$ cat config.mk
export PLATFORM = sky130hd
export DESIGN_NAME = pmu_unit
export DESIGN_NICKNAME = d
export VERILOG_FILES = /design/src/rtl/pmu_pkg.sv /design/src/rtl/pmu_counter.sv /design/src/rtl/pmu_prescaler.sv /design/src/rtl/pmu_unit.sv
export SDC_FILE = /design/constraint.sdc
export NUM_CORES = 1
export LEC_CHECK = 0
export BUFFER_PORTS_ARGS = -buffer_cell sky130_fd_sc_hd__clkbuf_2
export CORE_MARGIN = 2
export CORE_UTILIZATION = 35
export DETAILED_ROUTE_END_ITERATION = 7
export HOLD_SLACK_MARGIN = 0.02
export PLACE_DENSITY = 0.5
export SYNTH_ARGS = -nofsm -noshare
export SYNTH_HDL_FRONTEND = slang
export SYNTH_SLANG_ARGS = --single-unit
export TNS_END_PERCENT = 100
$ cat constraint.sdc
create_clock -name clk -period 2.3 [get_ports clk]
set_input_delay 0.345 -clock clk [delete_from_list [all_inputs] [get_ports clk]]
set_output_delay 0.345 -clock clk [all_outputs]
set_load 0.01 [all_outputs]
$ cat src/rtl/pmu_pkg.sv
package pmu_pkg;
    localparam int DATA_W = 32;
    localparam int ADDR_W = 4;

    localparam logic [ADDR_W-1:0] REG_CTRL   = 4'd0;
    localparam logic [ADDR_W-1:0] REG_EN_SET = 4'd1;
    localparam logic [ADDR_W-1:0] REG_EN_CLR = 4'd2;
    localparam logic [ADDR_W-1:0] REG_OVF    = 4'd3;
    localparam logic [ADDR_W-1:0] REG_IE_SET = 4'd4;
    localparam logic [ADDR_W-1:0] REG_IE_CLR = 4'd5;
    localparam logic [ADDR_W-1:0] REG_USER   = 4'd6;
    localparam logic [ADDR_W-1:0] REG_CYC    = 4'd7;
    localparam logic [ADDR_W-1:0] REG_EVT0   = 4'd8;

    // control bit positions
    localparam int CTL_GLOB    = 0;
    localparam int CTL_RST_EVT = 1;
    localparam int CTL_RST_CYC = 2;
    localparam int CTL_DIV     = 3;
    localparam int CTL_EXP     = 4;

    // mask bit that selects the cycle counter
    localparam int CYC_BIT = 31;
endpackage

$ cat src/rtl/pmu_counter.sv
module pmu_counter #(
    parameter int W = 32
) (
    input  logic         clk,
    input  logic         rst_n,
    input  logic         clr,
    input  logic         load,
    input  logic [W-1:0] load_val,
    input  logic         inc,
    output logic [W-1:0] value,
    output logic         wrap
);
    // a wrap is only a real step from all-ones, not a clear or a load
    assign wrap = inc && !clr && !load && (&value);

    always_ff @(posedge clk or negedge rst_n) begin
        if (!rst_n) begin
            value <= '0;
        end else if (clr) begin
            value <= '0;
        end else if (load) begin
            value <= load_val;
        end else if (inc) begin
            value <= value + W'(1);
        end
    end
endmodule

$ cat src/rtl/pmu_prescaler.sv
module pmu_prescaler #(
    parameter int LOG2 = 6
) (
    input  logic clk,
    input  logic rst_n,
    input  logic clr,
    input  logic run,
    output logic tick
);
    logic [LOG2-1:0] phase;

    assign tick = run && (&phase);

    always_ff @(posedge clk or negedge rst_n) begin
        if (!rst_n) begin
            phase <= '0;
        end else if (clr) begin
            phase <= '0;
        end else if (run) begin
            phase <= phase + LOG2'(1);
        end
    end
endmodule

$ cat src/rtl/pmu_unit.sv
module pmu_unit
    import pmu_pkg::*;
#(
    parameter int NUM_EVT  = 4,
    parameter int CNT_W    = 32,
    parameter int PRE_LOG2 = 6
) (
    input  logic               clk,
    input  logic               rst_n,
    input  logic               wr_en,
    input  logic [ADDR_W-1:0]  addr,
    input  logic [DATA_W-1:0]  wdata,
    output logic [DATA_W-1:0]  rdata,
    input  logic [NUM_EVT-1:0] evt_in,
    output logic               irq,
    output logic               user_access
);
    localparam int NC = NUM_EVT + 1;  // counters in total
    localparam int CI = NUM_EVT;      // internal index of the cycle counter

    logic              glob_en, div_en, exp_en, user_en;
    logic [NC-1:0]     cnt_en, ie, ovf, wrap, inc, load;
    logic [NC-1:0]     wmask, ovf_w1c;
    logic [CNT_W-1:0]  val [NC];
    logic              rst_evt, rst_cyc, cyc_run, pre_tick;

    assign wmask   = {wdata[CYC_BIT], wdata[NUM_EVT-1:0]};
    assign rst_evt = wr_en && (addr == REG_CTRL) && wdata[CTL_RST_EVT];
    assign rst_cyc = wr_en && (addr == REG_CTRL) && wdata[CTL_RST_CYC];
    assign ovf_w1c = (wr_en && (addr == REG_OVF)) ? wmask : '0;

    // event counters
    for (genvar i = 0; i < NUM_EVT; i++) begin : g_evt
        assign inc[i]  = glob_en && cnt_en[i] && evt_in[i];
        assign load[i] = wr_en && (addr == ADDR_W'(int'(REG_EVT0) + i));
        pmu_counter #(.W(CNT_W)) u_cnt (
            .clk      (clk),
            .rst_n    (rst_n),
            .clr      (rst_evt),
            .load     (load[i]),
            .load_val (wdata[CNT_W-1:0]),
            .inc      (inc[i]),
            .value    (val[i]),
            .wrap     (wrap[i])
        );
    end

    // cycle counter with optional divider
    assign cyc_run  = glob_en && cnt_en[CI];
    assign inc[CI]  = cyc_run && (!div_en || pre_tick);
    assign load[CI] = wr_en && (addr == REG_CYC);

    pmu_prescaler #(.LOG2(PRE_LOG2)) u_pre (
        .clk   (clk),
        .rst_n (rst_n),
        .clr   (rst_cyc),
        .run   (cyc_run && div_en),
        .tick  (pre_tick)
    );

    pmu_counter #(.W(CNT_W)) u_cyc (
        .clk      (clk),
        .rst_n    (rst_n),
        .clr      (rst_cyc),
        .load     (load[CI]),
        .load_val (wdata[CNT_W-1:0]),
        .inc      (inc[CI]),
        .value    (val[CI]),
        .wrap     (wrap[CI])
    );

    // configuration and status registers
    always_ff @(posedge clk or negedge rst_n) begin
        if (!rst_n) begin
            glob_en <= 1'b0;
            div_en  <= 1'b0;
            exp_en  <= 1'b0;
            user_en <= 1'b0;
            cnt_en  <= '0;
            ie      <= '0;
            ovf     <= '0;
        end else begin
            if (wr_en) begin
                case (addr)
                    REG_CTRL: begin
                        glob_en <= wdata[CTL_GLOB];
                        div_en  <= wdata[CTL_DIV];
                        exp_en  <= wdata[CTL_EXP];
                    end
                    REG_EN_SET: cnt_en  <= cnt_en | wmask;
                    REG_EN_CLR: cnt_en  <= cnt_en & ~wmask;
                    REG_IE_SET: ie      <= ie | wmask;
                    REG_IE_CLR: ie      <= ie & ~wmask;
                    REG_USER:   user_en <= wdata[0];
                    default: ;
                endcase
            end
            ovf <= (ovf & ~ovf_w1c) | wrap;
        end
    end

    function automatic logic [DATA_W-1:0] to_bus(input logic [NC-1:0] m);
        logic [DATA_W-1:0] r;
        r = '0;
        r[CYC_BIT]       = m[CI];
        r[NUM_EVT-1:0]   = m[NUM_EVT-1:0];
        return r;
    endfunction

    always_comb begin
        rdata = '0;
        case (addr)
            REG_CTRL: begin
                rdata[CTL_GLOB] = glob_en;
                rdata[CTL_DIV]  = div_en;
                rdata[CTL_EXP]  = exp_en;
            end
            REG_EN_SET, REG_EN_CLR: rdata = to_bus(cnt_en);
            REG_OVF:                rdata = to_bus(ovf);
            REG_IE_SET, REG_IE_CLR: rdata = to_bus(ie);
            REG_USER:               rdata[0] = user_en;
            REG_CYC:                rdata = DATA_W'(val[CI]);
            default: ;
        endcase
        for (int i = 0; i < NUM_EVT; i++) begin
            if (addr == ADDR_W'(int'(REG_EVT0) + i)) rdata = DATA_W'(val[i]);
        end
    end

    assign irq         = |(ovf & ie);
    assign user_access = user_en;
endmodule

Word-level counts from Yosys, hierarchy flattened
Cells that the tools add are included.
{"block": "totals", "word_cells": 134, "output_inout_bits": 34, "reg_bits": 185, "input_bits": 43}
{"block": "classes", "n_eq_ne": 11, "mux": 28, "addsub": 6, "reduce_logical": 67, "n_bitwise": 9}
{"cell": "2-to-1 mux 32 bit", "count": 19}
{"cell": "adder 32 x 1 -> 32 bit (second input constant)", "count": 5}
{"cell": "AND reduction 32 bit", "count": 5}
{"cell": "case mux 27 bit (4 select lines)", "count": 1}
{"cell": "logical AND 1 bit", "count": 36}
{"cell": "AND 5 bit", "count": 4}
{"cell": "case mux 5 bit (2 select lines)", "count": 2}
{"cell": "== test 4 x 3 -> 1 bit (second input constant)", "count": 4}
{"cell": "== test 4 bit (second input constant)", "count": 4}
{"cell": "bitwise OR 5 bit", "count": 3}
{"cell": "nonzero test 3 bit", "count": 5}
{"cell": "2-to-1 mux 6 bit", "count": 2}
{"cell": "NOT 5 bit", "count": 2}
{"cell": "case mux 2 bit (5 select lines)", "count": 1}
{"cell": "== test 4 x 2 -> 1 bit (second input constant)", "count": 2}
{"cell": "logical NOT 1 bit", "count": 8}
{"cell": "case mux 2 bit (4 select lines)", "count": 1}
{"cell": "AND reduction 2 bit", "count": 4}
{"cell": "adder 6 x 1 -> 6 bit (second input constant)", "count": 1}
{"cell": "case mux 1 bit (6 select lines)", "count": 1}
{"cell": "AND reduction 6 bit", "count": 1}
{"cell": "nonzero test 2 bit", "count": 3}
{"cell": "2-to-1 mux 5 bit", "count": 1}
{"cell": "OR reduction 5 bit", "count": 1}
{"cell": "4 further kinds", "count": 5}

Depth between registers and ports, before layout
Gate-level depths: netlist of the first run.
{"block": "depth", "word_depth": 9, "depth_mapped": 8, "depth_no_buf": 6}

Cells and area by module
A second synthesis of the first run with hierarchy kept.
{"block": "unflattened", "hier_cells": 1579, "area_unflattened_um2": 13570.5}
{"mod": "pmu_counter", "n_inst": 5, "cells_per_inst": 251, "seq_area_each_um2": 800.8, "area_per_inst_um2": 2150.8}
{"mod": "pmu_unit", "n_inst": 1, "cells_per_inst": 296, "seq_area_each_um2": 475.5, "area_per_inst_um2": 2526.2}
{"mod": "pmu_prescaler", "n_inst": 1, "cells_per_inst": 28, "seq_area_each_um2": 150.1, "area_per_inst_um2": 290.3}

Worst setup path after synthesis of the first run
OpenSTA, ideal clock, no wires.
{"block": "synth_timing", "path_kind": "input-to-output", "start": "input addr[0]", "end": "output rdata[10]", "cell_stages": 4, "path_slack_ns": 0.103, "arrival_ns": 1.852, "required_time_ns": 1.955, "n_path_buf": 2, "cell_sequence": "clkbuf_1 > buf_1 > mux4_1 > a22o_1"}
{"block": "synth_via", "elab_chain_len": 7, "word_cells_on_any_way": 17, "classes_between": "10 x eq/ne; 5 x mux; 2 x reduce/logical"}
{"item": "from (decl)", "line": "pmu_unit.sv:11", "text": "input logic [ADDR_W-1:0] addr,"}
{"item": "== test 4 x 3 -> 1 bit, or another cell as far along", "line": "pmu_unit.sv:112", "text": "case (addr)"}
{"item": "OR reduction 2 bit", "line": "pmu_unit.sv:112"}
{"item": "case mux 27 bit (4 select lines)", "line": "pmu_unit.sv:112"}
{"item": "2-to-1 mux 32 bit (3 in a row)", "line": "pmu_unit.sv:126", "text": "if (addr == ADDR_W'(int'(REG_EVT0) + i)) rdata = DATA_W'(val[i]);"}
{"item": "2-to-1 mux 32 bit (*)", "line": "pmu_unit.sv:126"}
{"item": "to (decl)", "line": "pmu_unit.sv:13", "text": "output logic [DATA_W-1:0] rdata,"}
Mark *: on every way between the ends. The rest lies on a longest branch, timed or not.

Worst setup path in the final report of the first run
{"block": "layout_timing", "start": "register g_evt[2].u_cnt.value[3]", "end": "output rdata[3]"}
{"block": "layout_via", "elab_chain_len": 2}
{"item": "from (decl)", "line": "pmu_counter.sv:10", "text": "output logic [W-1:0] value,"}
{"item": "from (signal assigned)", "line": "pmu_counter.sv:22", "text": "value <= load_val;"}
{"item": "from (signal assigned)", "line": "pmu_counter.sv:24", "text": "value <= value + W'(1);"}
{"item": "2-to-1 mux 32 bit (2 in a row)", "line": "pmu_unit.sv:126"}
No other way between the ends.

==> results of run 1 <==
-- routing by layer --
metal,wire (um),vias to the layer above,global-route usage (%)
li1,-,5277,-
met2,21000,414,40.2
met3,3220,53,4.75
met4,892,0,7.51
met5,0,-,0
met1,21100,5662,37.0
-- through the flow --
stage,utilization [%],total power (W),cell area (um2)
finish,41.9,0.0124,14400
global route,41.9,0.0131,14400
CTS,41.7,0.0123,14400
detailed placement,39.9,0.00923,13800
global placement,39.9,0.00919,13800
floorplan,-,0.00752,12200
-- worst max-delay path: stages, from the launching register on --
cell and delay (ns):
dfrtp_1 0.36, buf_6 0.11, mux2i_1 0.06, mux4_2 0.48, nor2_2 0.09, a21oi_1 0.04
a21oi_1 0.13, buf_2 0.15
-- cell usage after synthesis, types with 32 or more instances --
| library cell | n |
|---|---|
| a211oi_1 | 37 |
| nor3_1 | 32 |
| nor2_1 | 79 |
| xnor2_1 | 98 |
| nand3_1 | 59 |
| dfrtp_1 | 185 |
| xor2_1 | 50 |
| nand2_1 | 112 |
| nand4_1 | 50 |
| clkbuf_1 | 82 |
| a21oi_1 | 124 |
| nor4_1 | 37 |
| o21ai_0 | 127 |
-- cell families (layout without fill, tap and decap cells) --
kind of cell | count (synthesis) | count (layout) | synth area share (%)
simple gates | 486 | 486 | 21.9
other cells | 0 | 1 | 0
fa+ha+maj | 6 | 6 | 0.614
compound gates | 356 | 356 | 17.1
mux | 57 | 57 | 7.51
buf+inv | 135 | 252 | 4.44
flops | 185 | 185 | 37.8
xor+xnor | 148 | 148 | 10.6
-- sequential cells by signal (all words and copies together), names as in the netlist, named ones only --
register and cells:
user_access 1, u_cyc.value 32, u_pre.phase 6, exp_en 1, glob_en 1, ovf 5
g_evt.u_cnt.value 128, div_en 1
-- placed cells by master (no fill, tap or decap), drive strengths merged, types with 11 or more instances in the layout --
cell type / count
nor2: 79
dfrtp: 185
inv: 31
a21oi: 124
nand3: 60
a22o: 27
nand4: 53
o22ai: 12
mux2i: 25
buf: 115
and4: 23
a211oi: 37
o21ai: 128
xnor2: 98
nand2: 112
clkbuf: 96
nor3: 33
nor4: 46
and3: 28
xor2: 50
and2: 11
mux4: 27
-- worst min-delay path by stage --
stage | endpoint | depth (start not counted)
detailed placement | g_evt[2].u_cnt.value[5] | 1
finish | g_evt[2].u_cnt.value[27] | 3
CTS | g_evt[2].u_cnt.value[27] | 3
global placement | g_evt[2].u_cnt.value[5] | 1
global route | g_evt[2].u_cnt.value[27] | 3
floorplan | async pin | 0
-- layout make-up --
type	count	share of cell area (%)
Tap cell	455	3.94
Timing Repair Buffer	190	9.85
Sequential cell	185	32.1
Multi-Input combinational cell	1053	49.2
Clock inverter	10	0.815
Inverter	30	0.780
Antenna cell	1	0.0173
Clock buffer	22	3.29
-- where the power goes --
group / internal (W) / total [W] / switching, W / leakage, nW
registers: 0.00419 / 0.00554 / 0.00136 / 2.21
clock network: 0.00169 / 0.00309 / 0.00140 / 0.279
logic: 0.00190 / 0.00380 / 0.00189 / 3.23
total: 0.00778 / 0.0124 / 0.00465 / 5.71
-- timing repair --
action	in CTS	in global routing
setup endpoints to repair	2	6
hold endpoints to repair	57	0
pin swaps	0	0
hold buffers	1	0
gates resized for setup	4	12
setup buffers	0	3
==> results.toml, run 1 <==
[outcome]
status = "finished clean"

[grt]
antenna_found_initial = 2
grt.total_usage_pct = 26.0
grt_pass1_wl_mm = 70.2
grt_remaining_overflow = 0
grt_max_degree = 92
grt_pass1_vias = 11000

[sta]
finalWorstSetupSlack_ns = 0.0624
finalMaxSlewViolations = 0
worstMarginPinSlew_ns = 0.629
period_needed_ns = 2.24
finalSetupViolations = 0
fin_crit_sh_pct = 97.3
rsz0062_at_grt = "no"
timing.hold.ws_ns = 0.221
finalHoldViolCount = 0
setup-tns-final_ns = 0
clock_skew_ns = 0.0117
fmaxAchievable_mhz = 447
slew_headroom_pct = 58.1

[clocking]
clock-sinks = 185
ctsHtreeMaxLevel = 4
root_buffer = "clkbuf_16"
insertion_delay_ns = 0.46
cts_tree = "done"
clockBufferDepth = 2
clk_pin_slew_ns = 0.07
numCtsBuffers = 17

[logic_synthesis]
synth_edf_count = 0
synth_top_area_cell = "dfrtp_1"
yosys-top-cells-area = "dfrtp_1 (38%), xnor2_1 (7.0%), o21ai_0 (5.2%)"
synthCells = 1373
async_reset_ff_share_pct = 100
synthFlopType = "dfrtp_1"
synth_fp_nets = 1422
ys_types = 70
synth_warnings = 0
ys_seq_area_share_pct = 37.8
ys_ff_latch = 185
yosysTopAreaCellShare_pct = 37.8
syn_avg_cell_area_um2 = 8.91
synth_area_um2 = 12200

[floorplanning]
fp.dieH_um = 191
rows = 68
dieArea_um2 = 36500
die_x_um = 191
ios = 77
start_util_pct = 35.5
core-area_um2 = 34500

[hold_path]
hp-class = "primary input to register"
hold_start = "wdata[27]"

[layout]
num-nets-final = 1526
drive_gt1_share_pct = 19.0
multi_input_area_um2 = 7100
register_area_um2 = 4640
n_fill_cell = 3382
area_delta_synth_final_pct = 18.0
instances_no_fill = 1946

[drt]
ant_nets = 0
vias_per_cell = 5.86
dr.pass1.iters = 4
wl_mm = 46.2
avgRoutedWirePerCell_um = 23.7
drc_errors = 0
vias = 11400
drtIter0Drc = 973

[worst_setup_path]
worst_r2r_endpoint = "u_cyc.value[18]"
required_ns = 1.96
reg2reg_from = "u_cyc.value[7]"
cp-startpoint = "g_evt[2].u_cnt.value[3]"
r2r_slack_ns = 0.20
endpoint_kind = "output pin"
crit_path_max_fanout = 2
critPathLaunchType = "register"
endpoint = "rdata[3]"
r2r_cells = 6
worstPathArrival_ns = 1.89
critPathKind = "register to output pin"

[power_and_ir_drop]
peakVddDrop_mv = 0.457
p_per_area_nw_per_um2 = 861
power_leakage_nw = 5.71

[placement]
portBuffers = 76
hpwl_mm = 34.2
place_inst = 1909
dpl_worst_slack_ns = 0.0402
gp_congestion = 0.916

[job]
maxCapViolations = 0
(Power assumes the default switching activity.)
==> run 2: changes to the inputs <==
--- a/config.mk
+++ b/config.mk
@@ -10,7 +10,6 @@
 export CORE_UTILIZATION = 35
 export DETAILED_ROUTE_END_ITERATION = 7
 export HOLD_SLACK_MARGIN = 0.02
-export PLACE_DENSITY = 0.5
 export SYNTH_ARGS = -nofsm -noshare
 export SYNTH_HDL_FRONTEND = slang
 export SYNTH_SLANG_ARGS = --single-unit
==> run 2 against run 1 <==
  * Count of clock-buffer cells in the layout rose by 1
  * Register-to-register slack got worse by 0.06 ns
  * Die area did not move
  * Sequential share of layout area rose by 0.60 points
  * First-iteration DRC count rose by 13%
  * Clock skew rose by 0.0028 ns
  * Critical endpoint is now rdata[10]
  * Largest cell class unchanged
  * Via count fell by 0.25%
==> results.toml, run 2 (synthesis results as in run 1) <==
[outcome]
status = "finished clean"

[clocking]
clockBufferDepth = 2
root_buffer = "clkbuf_16"
cts_tree = "done"
insertion_delay_ns = 0.45
clock-sinks = 185
numCtsBuffers = 17
ctsHtreeMaxLevel = 4
clk_pin_slew_ns = 0.07

[hold_path]
hp-class = "primary input to register"

[layout]
final_common_cell = "dfrtp_1"
top_register = "g_evt.u_cnt.value"
diodes = 0
num-nets-final = 1505
drive_gt1_share_pct = 17.8
final_cell_mix = "dfrtp_1 (175), o21ai_0 (127), a21oi_1 (124)"
area_delta_synth_final_pct = 16.0
largest_reg_flops = 128
reg.largest.list = "g_evt.u_cnt.value x128, u_cyc.value x32, u_pre.phase x6"

[sta]
finalHoldViolCount = 0
finalSetupViolations = 0
period_needed_ns = 2.24
fmaxAchievable_mhz = 447
clock_skew_ns = 0.0145
setup-tns-final_ns = 0
fin_crit_sh_pct = 97.3
slew_headroom_pct = 53.8
worstMarginPinSlew_ns = 0.693
finalMaxSlewViolations = 0
finalWorstSetupSlack_ns = 0.0614

[placement]
hpwl_mm = 32.2
gp_congestion = 0.927
dpl_worst_slack_ns = 0.144
portBuffers = 76

[worst_setup_path]
required_ns = 1.96
endpoint_kind = "output pin"
critPathLaunchType = "register"
crit_buf_inv = 1
crit_chain = "mux4_1 > a22o_1 > clkbuf_2"
slowest_stage = "mux4_1"
worstPathArrival_ns = 1.89
crit_path_max_fanout = 6
critPathKind = "register to output pin"
cpLargestDelayFamily = "multiplexers"
crit_path_max_incr_delay_ns = 0.63

[grt]
grt_pass1_vias = 10900
grt_remaining_overflow = 0
grt_max_degree = 70
antenna_found_initial = 0
grt_pass1_wl_mm = 66.9
grt.total_usage_pct = 24.2

[drt]
avgRoutedWirePerCell_um = 22.4
drc_errors = 0
ant_nets = 0
vias_per_cell = 5.92
vias = 11400
dr.pass1.iters = 5
wl_mm = 43.1
drtIter0Drc = 1098

[power_and_ir_drop]
peakVddDrop_mv = 0.479
p_per_area_nw_per_um2 = 846
power_leakage_nw = 5.57
power_w = 0.0120

[floorplanning]
dieArea_um2 = 36500
start_util_pct = 35.5
ios = 77
fp.dieH_um = 191
core-area_um2 = 34500
die_x_um = 191
rows = 68

[job]
maxCapViolations = 0
## run 2: cell count changes in the layout (fill, tap and decap cells not counted), moves of 2 or more
| cell | previous run | this run |
|---|---|---|
| buf_4 | 97 | 80 |
| dfrtp_1 | 180 | 175 |
| dfrtp_2 | 5 | 10 |
| clkinv_4 | 1 | 3 |
| clkinv_2 | 2 | 0 |
| buf_6 | 3 | 0 |
| bufinv_16 | 2 | 0 |
## run 2: layout make-up
type                       instances  area [um2]
fill                            3446       20300
multi-input combinational       1053        7080
clock inverter                     8        65.1
timing repair buffer             169        1240
tap                              455         569
clock buffer                      23         478
sequential                       185        4640
inverter                          30         113
## run 2: through the flow
stage,area [um2],hold slack [ns],cells,util [%]
finish,14200,0.277,1923,41.2
global route,14200,0.285,1923,41.2
CTS,14100,0.251,1914,40.9
detailed placement,13500,0.350,1882,39.3
global placement,13500,0.348,1882,39.3
floorplan,12200,0.0494,1373,-
## run 2: worst min-delay path: stages
cell and delay (ns):
clkbuf_2 0.18, nand2_1 0.09, o21ai_0 0.07
## run 2: what timing repair did
| action | 4_1_cts | 5_1_grt |
|---|---|---|
| gates resized for setup | 3 | 9 |
| hold buffers | 1 | 0 |
| setup endpoints to repair | 2 | 4 |
| hold endpoints to repair | 47 | 0 |
| buffers inserted | 0 | 9 |
| pin swaps | 0 | 1 |
| cloned | 0 | 0 |
## run 2: path summary, 6_finish.rpt
check / start / end / slack (ns) / depth (start not counted)
min in group asynchronous: rst_n / g_evt[3].u_cnt.value[3] / 0.43 / 2
setup / recovery: g_evt[2].u_cnt.value[10] / rdata[10] / 0.06 / 3
hold reg to reg: ovf[1] / ovf[1] / 0.53 / 2
max in group asynchronous: rst_n / g_evt[1].u_cnt.value[3] / 1.11 / 3
hold / removal: wdata[22] / g_evt[2].u_cnt.value[22] / 0.28 / 3
setup reg to reg: g_evt[2].u_cnt.value[15] / g_evt[2].u_cnt.value[31] / 0.14 / 6
## run 2: layer usage
metal	global-route usage, %	wire length [um]	vias to the layer above
met3	3.36	3240	48
li1	-	-	5234
met2	38.0	19900	480
met1	34.8	19200	5616
met5	0	0	-
met4	6.41	758	0
## run 2: power by group
part,total [W],internal (W),switching (W)
sequential,0.00568,0.00419,0.00149
combinational,0.00349,0.00177,0.00172
clock,0.00284,0.00147,0.00136
total,0.0120,0.00744,0.00457
